File: config.mk
export PLATFORM = sky130hd
export DESIGN_NAME = aux_manch_rx
export DESIGN_NICKNAME = d
export VERILOG_FILES = /design/src/rtl/aux_rx_pkg.sv /design/src/rtl/aux_rx_sync.sv /design/src/rtl/aux_rx_slicer.sv /design/src/rtl/aux_rx_cmd_dec.sv /design/src/rtl/aux_rx_framer.sv /design/src/rtl/aux_manch_rx.sv
export SDC_FILE = /design/constraint.sdc
export NUM_CORES = 1
export LEC_CHECK = 0
export ABC_AREA = 1
export BUFFER_PORTS_ARGS = -buffer_cell sky130_fd_sc_hd__buf_2
export CORE_ASPECT_RATIO = 1.25
export CORE_MARGIN = 2
export CORE_UTILIZATION = 25
export CTS_CLUSTER_DIAMETER = 40
export CTS_CLUSTER_SIZE = 24
export DETAILED_ROUTE_END_ITERATION = 10
export PLACE_DENSITY_LB_ADDON = 0.12
export SYNTH_ARGS = -nofsm -noshare
export SYNTH_HDL_FRONTEND = slang
export SYNTH_SLANG_ARGS = --single-unit
File: constraint.sdc
create_clock -name clk -period 5.3 [get_ports clk]
set_clock_uncertainty 0.05 [all_clocks]
set_input_delay 0.795 -clock clk [delete_from_list [all_inputs] [get_ports clk]]
set_output_delay 0.795 -clock clk [all_outputs]
set_load 0.03 [all_outputs]
File: src/rtl/aux_rx_pkg.sv
package aux_rx_pkg;

  localparam int CMD_BITS = 4;

  // {first half, second half} of one bit window
  typedef enum logic [1:0] {
    SYM_LOW  = 2'b00,
    SYM_ZERO = 2'b01,
    SYM_ONE  = 2'b10,
    SYM_HIGH = 2'b11
  } sym_t;

  typedef struct packed {
    logic native;
    logic wr;
    logic rd;
    logic wstat;
    logic mot;
    logic bad;
  } cmd_class_t;

  typedef enum logic [2:0] {
    ST_IDLE,
    ST_PRE,
    ST_SYNC,
    ST_CMD,
    ST_DATA,
    ST_STOP,
    ST_DRAIN
  } fr_state_t;

endpackage

File: src/rtl/aux_rx_sync.sv
module aux_rx_sync #(
  parameter int STAGES = 2
) (
  input  logic clk,
  input  logic rst,
  input  logic d,
  output logic q
);
  logic [STAGES-1:0] chain;

  generate
    if (STAGES == 1) begin : g_single
      always_ff @(posedge clk) begin
        if (rst) chain <= '0;
        else     chain <= d;
      end
    end else begin : g_multi
      always_ff @(posedge clk) begin
        if (rst) chain <= '0;
        else     chain <= {chain[STAGES-2:0], d};
      end
    end
  endgenerate

  assign q = chain[STAGES-1];
endmodule

File: src/rtl/aux_rx_slicer.sv
module aux_rx_slicer
  import aux_rx_pkg::*;
#(
  parameter int OSR = 8
) (
  input  logic clk,
  input  logic rst,
  input  logic din,
  input  logic lock_en,
  input  logic unlock,
  output logic sym_valid,
  output sym_t sym
);
  localparam int PW   = $clog2(OSR);
  localparam int HALF = OSR / 2;
  localparam int QA   = OSR / 4;
  localparam int QB   = HALF + OSR / 4;
  localparam int LAST = OSR - 1;

  logic [PW-1:0] ph;
  logic [PW-1:0] eph;
  logic          prev;
  logic          locked;
  logic          a_q;
  logic          b_q;
  logic          edge_w;
  logic          hunt_hit;
  logic          trk_hit;
  logic          realign;

  assign edge_w   = din ^ prev;
  // hunting: only a rising edge can be a preamble mid-bit edge
  assign hunt_hit = lock_en && !locked && edge_w && din;
  assign trk_hit  = locked && edge_w &&
                    (ph >= PW'(HALF - 1)) && (ph <= PW'(HALF + 1));
  assign realign  = hunt_hit || trk_hit;
  assign eph      = realign ? PW'(HALF) : ph;

  always_ff @(posedge clk) begin
    if (rst) begin
      ph        <= '0;
      prev      <= 1'b0;
      locked    <= 1'b0;
      a_q       <= 1'b0;
      b_q       <= 1'b0;
      sym_valid <= 1'b0;
      sym       <= SYM_LOW;
    end else begin
      prev      <= din;
      sym_valid <= 1'b0;
      if (unlock)        locked <= 1'b0;
      else if (hunt_hit) locked <= 1'b1;
      if ((locked || hunt_hit) && !unlock) begin
        ph <= (eph == PW'(LAST)) ? '0 : eph + 1'b1;
        if (hunt_hit)             a_q <= 1'b0;
        else if (eph == PW'(QA))  a_q <= din;
        if (eph == PW'(QB))       b_q <= din;
        if (locked && eph == PW'(LAST)) begin
          sym_valid <= 1'b1;
          sym       <= sym_t'({a_q, b_q});
        end
      end
    end
  end
endmodule

File: src/rtl/aux_rx_cmd_dec.sv
module aux_rx_cmd_dec
  import aux_rx_pkg::*;
(
  input  logic [CMD_BITS-1:0] c,
  output cmd_class_t          cls
);
  always_comb begin
    cls = '0;
    if (c[3]) begin
      cls.native = 1'b1;
      case (c[2:0])
        3'b000:  cls.wr  = 1'b1;
        3'b001:  cls.rd  = 1'b1;
        default: cls.bad = 1'b1;
      endcase
    end else begin
      cls.mot = c[2];
      case (c[1:0])
        2'b00:   cls.wr    = 1'b1;
        2'b01:   cls.rd    = 1'b1;
        2'b10:   cls.wstat = 1'b1;
        default: cls.bad   = 1'b1;
      endcase
    end
  end
endmodule

File: src/rtl/aux_rx_framer.sv
module aux_rx_framer
  import aux_rx_pkg::*;
#(
  parameter int OSR       = 8,
  parameter int PRE_MIN   = 16,
  parameter int PRE_MAX   = 32,
  parameter int BYTE_BITS = 8
) (
  input  logic                 clk,
  input  logic                 rst,
  input  logic                 din,
  input  logic                 sym_valid,
  input  sym_t                 sym,
  input  cmd_class_t           cls,
  output logic [CMD_BITS-1:0]  cmd_cand,
  output logic                 lock_en,
  output logic                 unlock,
  output logic                 cmd_valid,
  output logic [CMD_BITS-1:0]  cmd,
  output cmd_class_t           cls_q,
  output logic                 byte_valid,
  output logic [BYTE_BITS-1:0] byte_data,
  output logic                 frame_done,
  output logic                 err_pre,
  output logic                 err_code,
  output logic                 err_trunc
);
  localparam int ZW    = $clog2(PRE_MAX + 1);
  localparam int BCW   = $clog2(BYTE_BITS);
  localparam int QUIET = 2 * OSR;
  localparam int QW    = $clog2(QUIET);

  fr_state_t            st;
  logic [ZW-1:0]        zcnt;
  logic [1:0]           pidx;
  logic [BCW-1:0]       bcnt;
  logic [BYTE_BITS-1:0] sr;
  logic                 partial;
  logic [QW-1:0]        qcnt;
  logic                 bit_w;
  logic                 is_data;
  sym_t                 expect_w;

  assign bit_w    = (sym == SYM_ONE);
  assign is_data  = (sym == SYM_ONE) || (sym == SYM_ZERO);
  assign cmd_cand = {sr[CMD_BITS-2:0], bit_w};
  assign expect_w = (pidx == 2'd1) ? SYM_HIGH : SYM_LOW;
  assign lock_en  = (st == ST_IDLE);

  always_ff @(posedge clk) begin
    if (rst) begin
      st         <= ST_IDLE;
      zcnt       <= '0;
      pidx       <= '0;
      bcnt       <= '0;
      sr         <= '0;
      partial    <= 1'b0;
      qcnt       <= '0;
      unlock     <= 1'b0;
      cmd_valid  <= 1'b0;
      cmd        <= '0;
      cls_q      <= '0;
      byte_valid <= 1'b0;
      byte_data  <= '0;
      frame_done <= 1'b0;
      err_pre    <= 1'b0;
      err_code   <= 1'b0;
      err_trunc  <= 1'b0;
    end else begin
      unlock     <= 1'b0;
      cmd_valid  <= 1'b0;
      byte_valid <= 1'b0;
      frame_done <= 1'b0;
      err_pre    <= 1'b0;
      err_code   <= 1'b0;
      err_trunc  <= 1'b0;
      case (st)
        ST_IDLE: begin
          if (sym_valid) begin
            if (sym == SYM_ZERO) begin
              zcnt <= ZW'(1);
              st   <= ST_PRE;
            end else begin
              st     <= ST_DRAIN;
              unlock <= 1'b1;
              qcnt   <= '0;
            end
          end
        end
        ST_PRE: begin
          if (sym_valid) begin
            if (sym == SYM_ZERO) begin
              if (zcnt == ZW'(PRE_MAX)) begin
                err_pre <= 1'b1;
                st      <= ST_DRAIN;
                unlock  <= 1'b1;
                qcnt    <= '0;
              end else begin
                zcnt <= zcnt + 1'b1;
              end
            end else if (sym == SYM_HIGH) begin
              pidx <= 2'd1;
              st   <= ST_SYNC;
            end else begin
              err_code <= 1'b1;
              st       <= ST_DRAIN;
              unlock   <= 1'b1;
              qcnt     <= '0;
            end
          end
        end
        ST_SYNC, ST_STOP: begin
          if (sym_valid) begin
            if (sym != expect_w) begin
              err_code <= 1'b1;
              st       <= ST_DRAIN;
              unlock   <= 1'b1;
              qcnt     <= '0;
            end else if (pidx == 2'd3) begin
              if (st == ST_SYNC) begin
                if (zcnt < ZW'(PRE_MIN)) begin
                  err_pre <= 1'b1;
                  st      <= ST_DRAIN;
                  unlock  <= 1'b1;
                  qcnt    <= '0;
                end else begin
                  bcnt <= '0;
                  st   <= ST_CMD;
                end
              end else begin
                if (partial) err_trunc  <= 1'b1;
                else         frame_done <= 1'b1;
                st     <= ST_IDLE;
                unlock <= 1'b1;
              end
            end else begin
              pidx <= pidx + 1'b1;
            end
          end
        end
        ST_CMD: begin
          if (sym_valid) begin
            if (is_data) begin
              sr <= {sr[BYTE_BITS-2:0], bit_w};
              if (bcnt == BCW'(CMD_BITS - 1)) begin
                cmd_valid <= 1'b1;
                cmd       <= cmd_cand;
                cls_q     <= cls;
                bcnt      <= '0;
                st        <= ST_DATA;
              end else begin
                bcnt <= bcnt + 1'b1;
              end
            end else if (sym == SYM_HIGH) begin
              partial <= 1'b1;
              pidx    <= 2'd1;
              st      <= ST_STOP;
            end else begin
              err_code <= 1'b1;
              st       <= ST_DRAIN;
              unlock   <= 1'b1;
              qcnt     <= '0;
            end
          end
        end
        ST_DATA: begin
          if (sym_valid) begin
            if (is_data) begin
              sr <= {sr[BYTE_BITS-2:0], bit_w};
              if (bcnt == BCW'(BYTE_BITS - 1)) begin
                byte_valid <= 1'b1;
                byte_data  <= {sr[BYTE_BITS-2:0], bit_w};
                bcnt       <= '0;
              end else begin
                bcnt <= bcnt + 1'b1;
              end
            end else if (sym == SYM_HIGH) begin
              partial <= (bcnt != '0);
              pidx    <= 2'd1;
              st      <= ST_STOP;
            end else begin
              err_code <= 1'b1;
              st       <= ST_DRAIN;
              unlock   <= 1'b1;
              qcnt     <= '0;
            end
          end
        end
        ST_DRAIN: begin
          if (din)                         qcnt <= '0;
          else if (qcnt == QW'(QUIET - 1)) st   <= ST_IDLE;
          else                             qcnt <= qcnt + 1'b1;
        end
        default: st <= ST_IDLE;
      endcase
    end
  end
endmodule

File: src/rtl/aux_manch_rx.sv
module aux_manch_rx
  import aux_rx_pkg::*;
#(
  parameter int OSR         = 8,
  parameter int PRE_MIN     = 16,
  parameter int PRE_MAX     = 32,
  parameter int SYNC_STAGES = 2,
  parameter int BYTE_BITS   = 8
) (
  input  logic                 clk,
  input  logic                 rst,
  input  logic                 rx_in,
  output logic                 cmd_valid,
  output logic [3:0]           cmd,
  output logic                 cmd_native,
  output logic                 cmd_write,
  output logic                 cmd_read,
  output logic                 cmd_wstat,
  output logic                 cmd_mot,
  output logic                 cmd_err,
  output logic                 byte_valid,
  output logic [BYTE_BITS-1:0] byte_data,
  output logic                 frame_done,
  output logic                 err_preamble,
  output logic                 err_coding,
  output logic                 err_trunc
);
  logic                rx_s;
  logic                sym_valid;
  sym_t                sym;
  logic                lock_en;
  logic                unlock;
  logic [CMD_BITS-1:0] cmd_cand;
  cmd_class_t          cls;
  cmd_class_t          cls_q;

  aux_rx_sync #(.STAGES(SYNC_STAGES)) u_sync (
    .clk (clk),
    .rst (rst),
    .d   (rx_in),
    .q   (rx_s)
  );

  aux_rx_slicer #(.OSR(OSR)) u_slicer (
    .clk       (clk),
    .rst       (rst),
    .din       (rx_s),
    .lock_en   (lock_en),
    .unlock    (unlock),
    .sym_valid (sym_valid),
    .sym       (sym)
  );

  aux_rx_cmd_dec u_dec (
    .c   (cmd_cand),
    .cls (cls)
  );

  aux_rx_framer #(
    .OSR       (OSR),
    .PRE_MIN   (PRE_MIN),
    .PRE_MAX   (PRE_MAX),
    .BYTE_BITS (BYTE_BITS)
  ) u_framer (
    .clk        (clk),
    .rst        (rst),
    .din        (rx_s),
    .sym_valid  (sym_valid),
    .sym        (sym),
    .cls        (cls),
    .cmd_cand   (cmd_cand),
    .lock_en    (lock_en),
    .unlock     (unlock),
    .cmd_valid  (cmd_valid),
    .cmd        (cmd),
    .cls_q      (cls_q),
    .byte_valid (byte_valid),
    .byte_data  (byte_data),
    .frame_done (frame_done),
    .err_pre    (err_preamble),
    .err_code   (err_coding),
    .err_trunc  (err_trunc)
  );

  assign cmd_native = cls_q.native;
  assign cmd_write  = cls_q.wr;
  assign cmd_read   = cls_q.rd;
  assign cmd_wstat  = cls_q.wstat;
  assign cmd_mot    = cls_q.mot;
  assign cmd_err    = cls_q.bad;
endmodule

==> results of run 1 <==
## cell families after synthesis
kind of cell               Yosys count  share of synthesized area
buffers and inverters               73                     0.0950
and+or+nand+nor                    245                      0.342
xor gates and xnor gates             4                     0.0100
AOI/OAI and AO/OA                   85                      0.134
adders and majority gates           18                     0.0643
DFF                                 62                      0.354
## per-stage QoR
| step | util | worst slack [ns] | area, um2 |
|---|---|---|---|
| floorplan | - | 3.49 | 3500 |
| global placement | 0.272 | 2.43 | 3750 |
| detailed placement | 0.272 | 2.45 | 3750 |
| CTS | 0.297 | 2.75 | 4090 |
| global route | 0.297 | 2.50 | 4090 |
| finish | 0.297 | 2.79 | 4090 |
## cell usage in the layout (no fill, tap or decap), types with 9 or more instances in the layout
cell type,synthesis,final
nand3_1,35,35
dfxtp_1,62,62
ha_1,18,18
nor2_1,66,66
o21ai_0,24,24
inv_1,50,50
nand2_1,96,96
buf_2,1,26
clkbuf_16,0,9
nand4_1,9,9
a21oi_1,39,39
## cells in the mapped netlist (5+ instances only)
library cell  instances  area, um2
o21ai_1               8       40.0
ha_1                 18        225
nor2_1               66        248
nand3_1              35        175
nor3_1                6       30.0
dfxtp_1              62       1240
a21oi_1              39        195
inv_2                 7       26.3
nand2_2               6       37.5
nand2_1              96        360
nand4_1               9       56.3
nor2_4                5       56.3
o21ai_0              24        120
nor2_2                6       37.5
inv_1                50        188
## layer usage
layer	vias up	GRT usage	routed length, um
li1	1627	-	-
met1	1424	0.161	4120
met2	43	0.223	4560
met3	11	0.0278	237
met4	0	0.0549	187
met5	-	0	0
## flip-flops by register name, summed over array words and instances, names as in the netlist, 3 cells and up
register and flops:
u_framer.bcnt 3, u_framer.byte_data 8, u_framer.cmd 4, u_framer.qcnt 4, u_framer.zcnt 6, u_framer.sr 7
u_framer.cls_q 5, u_framer.st 3, u_slicer.ph 3
## where the power goes
| part | total (uW) | leakage [uW] | internal [uW] | switching [uW] |
|---|---|---|---|---|
| clock network | 676 | 0.000166 | 469 | 208 |
| registers | 539 | 0.000501 | 496 | 43.4 |
| logic | 380 | 0.00111 | 118 | 262 |
## worst min-delay path: stages (launching register included)
cell and delay, ns:
dfxtp_1 0.29, inv_1 0.04, nor2_1 0.03
## layout make-up
type,instances,area [um2]
clock buffer,11,243
clock inverter,4,95.1
fill,1489,9670
inverter,60,229
multi-input combinational,352,1930
sequential,62,1240
tap,175,219
timing repair buffer,26,130
## path summary, 6_finish.rpt
kind | to | slack [ns]
setup reg to reg | u_slicer.sym[1]$_SDFFE_PP0P_ | 2.79
setup / recovery | u_slicer.sym[1]$_SDFFE_PP0P_ | 2.79
hold / removal | u_sync.chain[1]$_SDFF_PP0_ | 0.36
hold reg to reg | u_sync.chain[1]$_SDFF_PP0_ | 0.36
==> impl_metrics.json, run 1 <==
{
  "numCtsBuffers": 9,
  "syn-num-nets": 508,
  "worstHoldPathType": "reg -> reg",
  "power.total_uw": 1600,
  "row_count": 48,
  "peakVddDrop_mv": 0.151,
  "num_vias": 3105,
  "cts.path.max_buffers": 2,
  "reg2reg_depth": 11,
  "powerDensity_mw_per_mm2": 391,
  "min_from": "u_sync.chain[0]$_SDFF_PP0_",
  "holdWs_ns": 0.358,
  "clkSlewWorstSetupHoldPaths_ns": 0.05,
  "fin_nets": 532,
  "crit_cells": 11,
  "synth_edf_count": 0,
  "die_h_um": 136,
  "critPathBufInv": 1,
  "ys_types": 44,
  "ys_warn_count": 0,
  "max-slew-margin-rel": 0.481,
  "crit_required_ns": 5.45,
  "power.leakage_uw": 0.00177,
  "outcome": "complete, no violations",
  "drv_cap": 0,
  "grt_pass1_wl_mm": 15.2,
  "path_max_fanout": 11,
  "worst_pin_slew_ns": 0.774,
  "ant_nets": 0,
  "rsz0062_at_grt": "false",
  "wire_per_inst_um": 13.2,
  "hpwl_mm": 6.76,
  "clock-sinks": 62,
  "portBuffers": 26,
  "ys_ff_latch": 62,
  "startpoint": "u_framer.st[2]$_SDFFE_PP0P_",
  "setup_viol": 0,
  "syn_to_final_growth_pct": 16.6,
  "clkLatencyLatePin_ns": 0.33,
  "critPathLaunchType": "flop",
  "grt_pass1_vias": 2995,
  "pin_count": 27,
  "setup_tns_ns": 0,
  "synth_area_per_cell_um2": 7.19,
  "cp-end-kind": "flop",
  "post-cts-setup-buffers": 0,
  "fmax_mhz": 398,
  "drc": 0,
  "die_area_mm2": 0.0150,
  "vias_per_cell": 4.50,
  "finalCritPeriodShare": 0.475,
  "antenna_cells": 0,
  "clockRootBuffer": "clkbuf_16",
  "cts.htree.levels": 3,
  "finalMaxSlewViolations": 0,
  "hold_viol_final": 0,
  "slowest_delay_ns": 0.70,
  "routabilityCongestion": 0.830,
  "cts_tree": "yes",
  "criticalPathCategory": "reg -> reg",
  "wl_mm": 9.10,
  "worstReg2RegStart": "u_framer.st[2]$_SDFFE_PP0P_",
  "grt_overflow": 0,
  "critPathSlowestCell": "dfxtp_1",
  "critical-path-top-delay-family": "simple AND/OR/NAND/NOR gates",
  "fin_crit_ns": 2.51,
  "design.core.area_mm2": 0.0138,
  "drt_pass1_iterations": 4,
  "syn_inst": 487,
  "ys_seq_area_frac": 0.354,
  "cp.arrival_ns": 2.67,
  "ctsHoldBuffers": 0,
  "grtUsageTotal": 0.132,
  "async_reset_ff_frac": 0,
  "netlist_area_mm2": 0.00350,
  "die_w_um": 110,
  "post-place-cells": 675,
  "path_cells": "inv_1 -> nand2_1 -> nor2_2 -> nand3_1 -> nand2_1 -> nor2_1 -> ha_1 -> ha_1 -> nand3_1 -> o21ai_0 -> a21oi_1",
  "final_cells": 690,
  "grt_max_degree": 32,
  "first_iter_violations": 125,
  "start_util": 0.255,
  "ys.flop_type": "dfxtp_1",
  "antenna_found_initial": 0,
  "drive_gt1_frac": 0.169,
  "hold_path_depth": 2,
  "cts_resized": 0
}
No activity file was read; power rests on OpenSTA's default activity.
==> run 2, diff against run 1 <==
==> constraint.sdc (replaced) <==
create_clock -name clk -period 2.2 [get_ports clk]
set_clock_uncertainty 0.05 [all_clocks]
set_input_delay 0.33 -clock clk [delete_from_list [all_inputs] [get_ports clk]]
set_output_delay 0.33 -clock clk [all_outputs]
set_load 0.03 [all_outputs]
==> impl_metrics.json, run 2 (same netlist as run 1, synthesis figures left out) <==
{
  "outcome": "complete, no violations",
  "start_util": 0.255,
  "die_area_mm2": 0.0150,
  "design.core.area_mm2": 0.0138,
  "critPathLaunchType": "flop",
  "final_cells": 698,
  "row_count": 48,
  "fin_nets": 540,
  "die_w_um": 110,
  "drc": 0,
  "drive_gt1_frac": 0.187,
  "hold_viol_final": 0,
  "post-place-cells": 682,
  "setup_tns_ns": 0,
  "numCtsBuffers": 9,
  "holdWs_ns": 0.146,
  "grt_pass1_wl_mm": 15.3,
  "grt_pass1_vias": 3057,
  "finalMaxSlewViolations": 0,
  "grt_max_degree": 29,
  "rsz0062_at_grt": "false",
  "finalCritPeriodShare": 0.890,
  "cp.arrival_ns": 2.19,
  "worstHoldPathType": "in -> reg",
  "cts.htree.levels": 3,
  "grtUsageTotal": 0.135,
  "clockRootBuffer": "clkbuf_16",
  "final_common_cell": "nand2_1",
  "drt_pass1_iterations": 4,
  "hold_path_depth": 3,
  "seqPwrFrac": 0.344,
  "antenna_found_initial": 0,
  "vias_per_cell": 4.47,
  "portBuffers": 26,
  "peakVddDrop_mv": 0.255,
  "syn_to_final_growth_pct": 17.1,
  "hpwl_mm": 6.97,
  "max_flop_register": "u_framer.byte_data",
  "ant_nets": 0,
  "max-slew-margin-rel": 0.739,
  "die_h_um": 136,
  "p_comb_frac": 0.275,
  "power.leakage_uw": 0.00178,
  "reg_top3": "u_framer.byte_data (8), u_framer.sr (7), u_framer.zcnt (6)",
  "antenna_cells": 0,
  "path_max_fanout": 10,
  "cts.path.max_buffers": 2,
  "largest_register_ff_count": 8,
  "drv_cap": 0,
  "pin_count": 27,
  "first_iter_violations": 114,
  "clockPowerShare": 0.381,
  "clkSlewWorstSetupHoldPaths_ns": 0.06,
  "netSwitchingFraction": 0.346,
  "reg2reg_depth": 10,
  "post-route-util": 0.298,
  "setup_viol": 0,
  "internal_power_uw": 2380,
  "worst_pin_slew_ns": 0.391,
  "powerDensity_mw_per_mm2": 888,
  "cts_tree": "yes",
  "power.total_uw": 3640,
  "fin_crit_ns": 1.96,
  "criticalPathCategory": "reg -> reg",
  "grt_overflow": 0,
  "layout_common_cells": "nand2_1, nor2_1, dfxtp_1",
  "nFillCells": 1505,
  "crit_required_ns": 2.43,
  "cp-end-kind": "flop",
  "clock-sinks": 62,
  "p_sw_uw": 1260,
  "routabilityCongestion": 0.826,
  "wire_per_inst_um": 13.2,
  "clkLatencyLatePin_ns": 0.34,
  "num_vias": 3123,
  "fmax_mhz": 511,
  "wl_mm": 9.25
}
## run 2: critical path, cell delays in order (launching register included)
cell      delay [ns]
dfxtp_1         0.43
inv_1           0.15
ha_2            0.46
inv_2           0.10
nor2_4          0.14
nand3_4         0.14
clkinv_2        0.13
nand2_1         0.08
nand2_1         0.06
nand2_1         0.06
a21oi_2         0.10
## run 2: repair_timing
item,4_1_cts,5_1_grt
setup buffers,0,1
gates resized for setup,0,2
endpoints found under the setup margin,0,7
hold buffers,0,0
## run 2: area by class of cell
class	instances	area, um2	area share
sequential	62	1240	0.303
clock inverter	6	63.8	0.0156
clock buffer	9	225	0.0549
inverter	60	229	0.0558
timing repair buffer	34	190	0.0464
multi-input combinational	352	1930	0.471
tap	175	219	0.0534
## run 2: path summary, 6_finish.rpt
check / startpoint / to / slack, ns
min reg2reg: u_sync.chain[0]$_SDFF_PP0_ / u_sync.chain[1]$_SDFF_PP0_ / 0.35
min: rx_in / u_sync.chain[0]$_SDFF_PP0_ / 0.15
max: u_slicer.sym[1]$_SDFFE_PP0P_ / u_framer.cls_q[0]$_SDFFE_PP0P_ / 0.24
max reg2reg: u_slicer.sym[1]$_SDFFE_PP0P_ / u_framer.cls_q[0]$_SDFFE_PP0P_ / 0.24
## run 2: metrics by stage
| stage | worst slack (ns) | cell area (um2) |
|---|---|---|
| finish | 0.241 | 4100 |
| detailed placement | 0.166 | 3800 |
| global placement | 0.218 | 3800 |
| floorplan | 0.392 | 3500 |
| CTS | 0.160 | 4090 |
| global route | 0.0340 | 4100 |
## run 2: layer usage
layer	global-route usage	wire (um)
met1	0.158	4140
met2	0.230	4580
met3	0.0297	287
met4	0.0668	237
met5	0	0
## run 2: power by group through the flow
stage | Sequential (uW) | Combinational [uW] | Clock (uW)
floorplan | 1260 | 800 | 0
global placement | 1280 | 990 | 0
detailed placement | 1280 | 989 | 0
CTS | 1250 | 992 | 1440
global route | 1260 | 1140 | 1480
finish | 1250 | 1000 | 1390
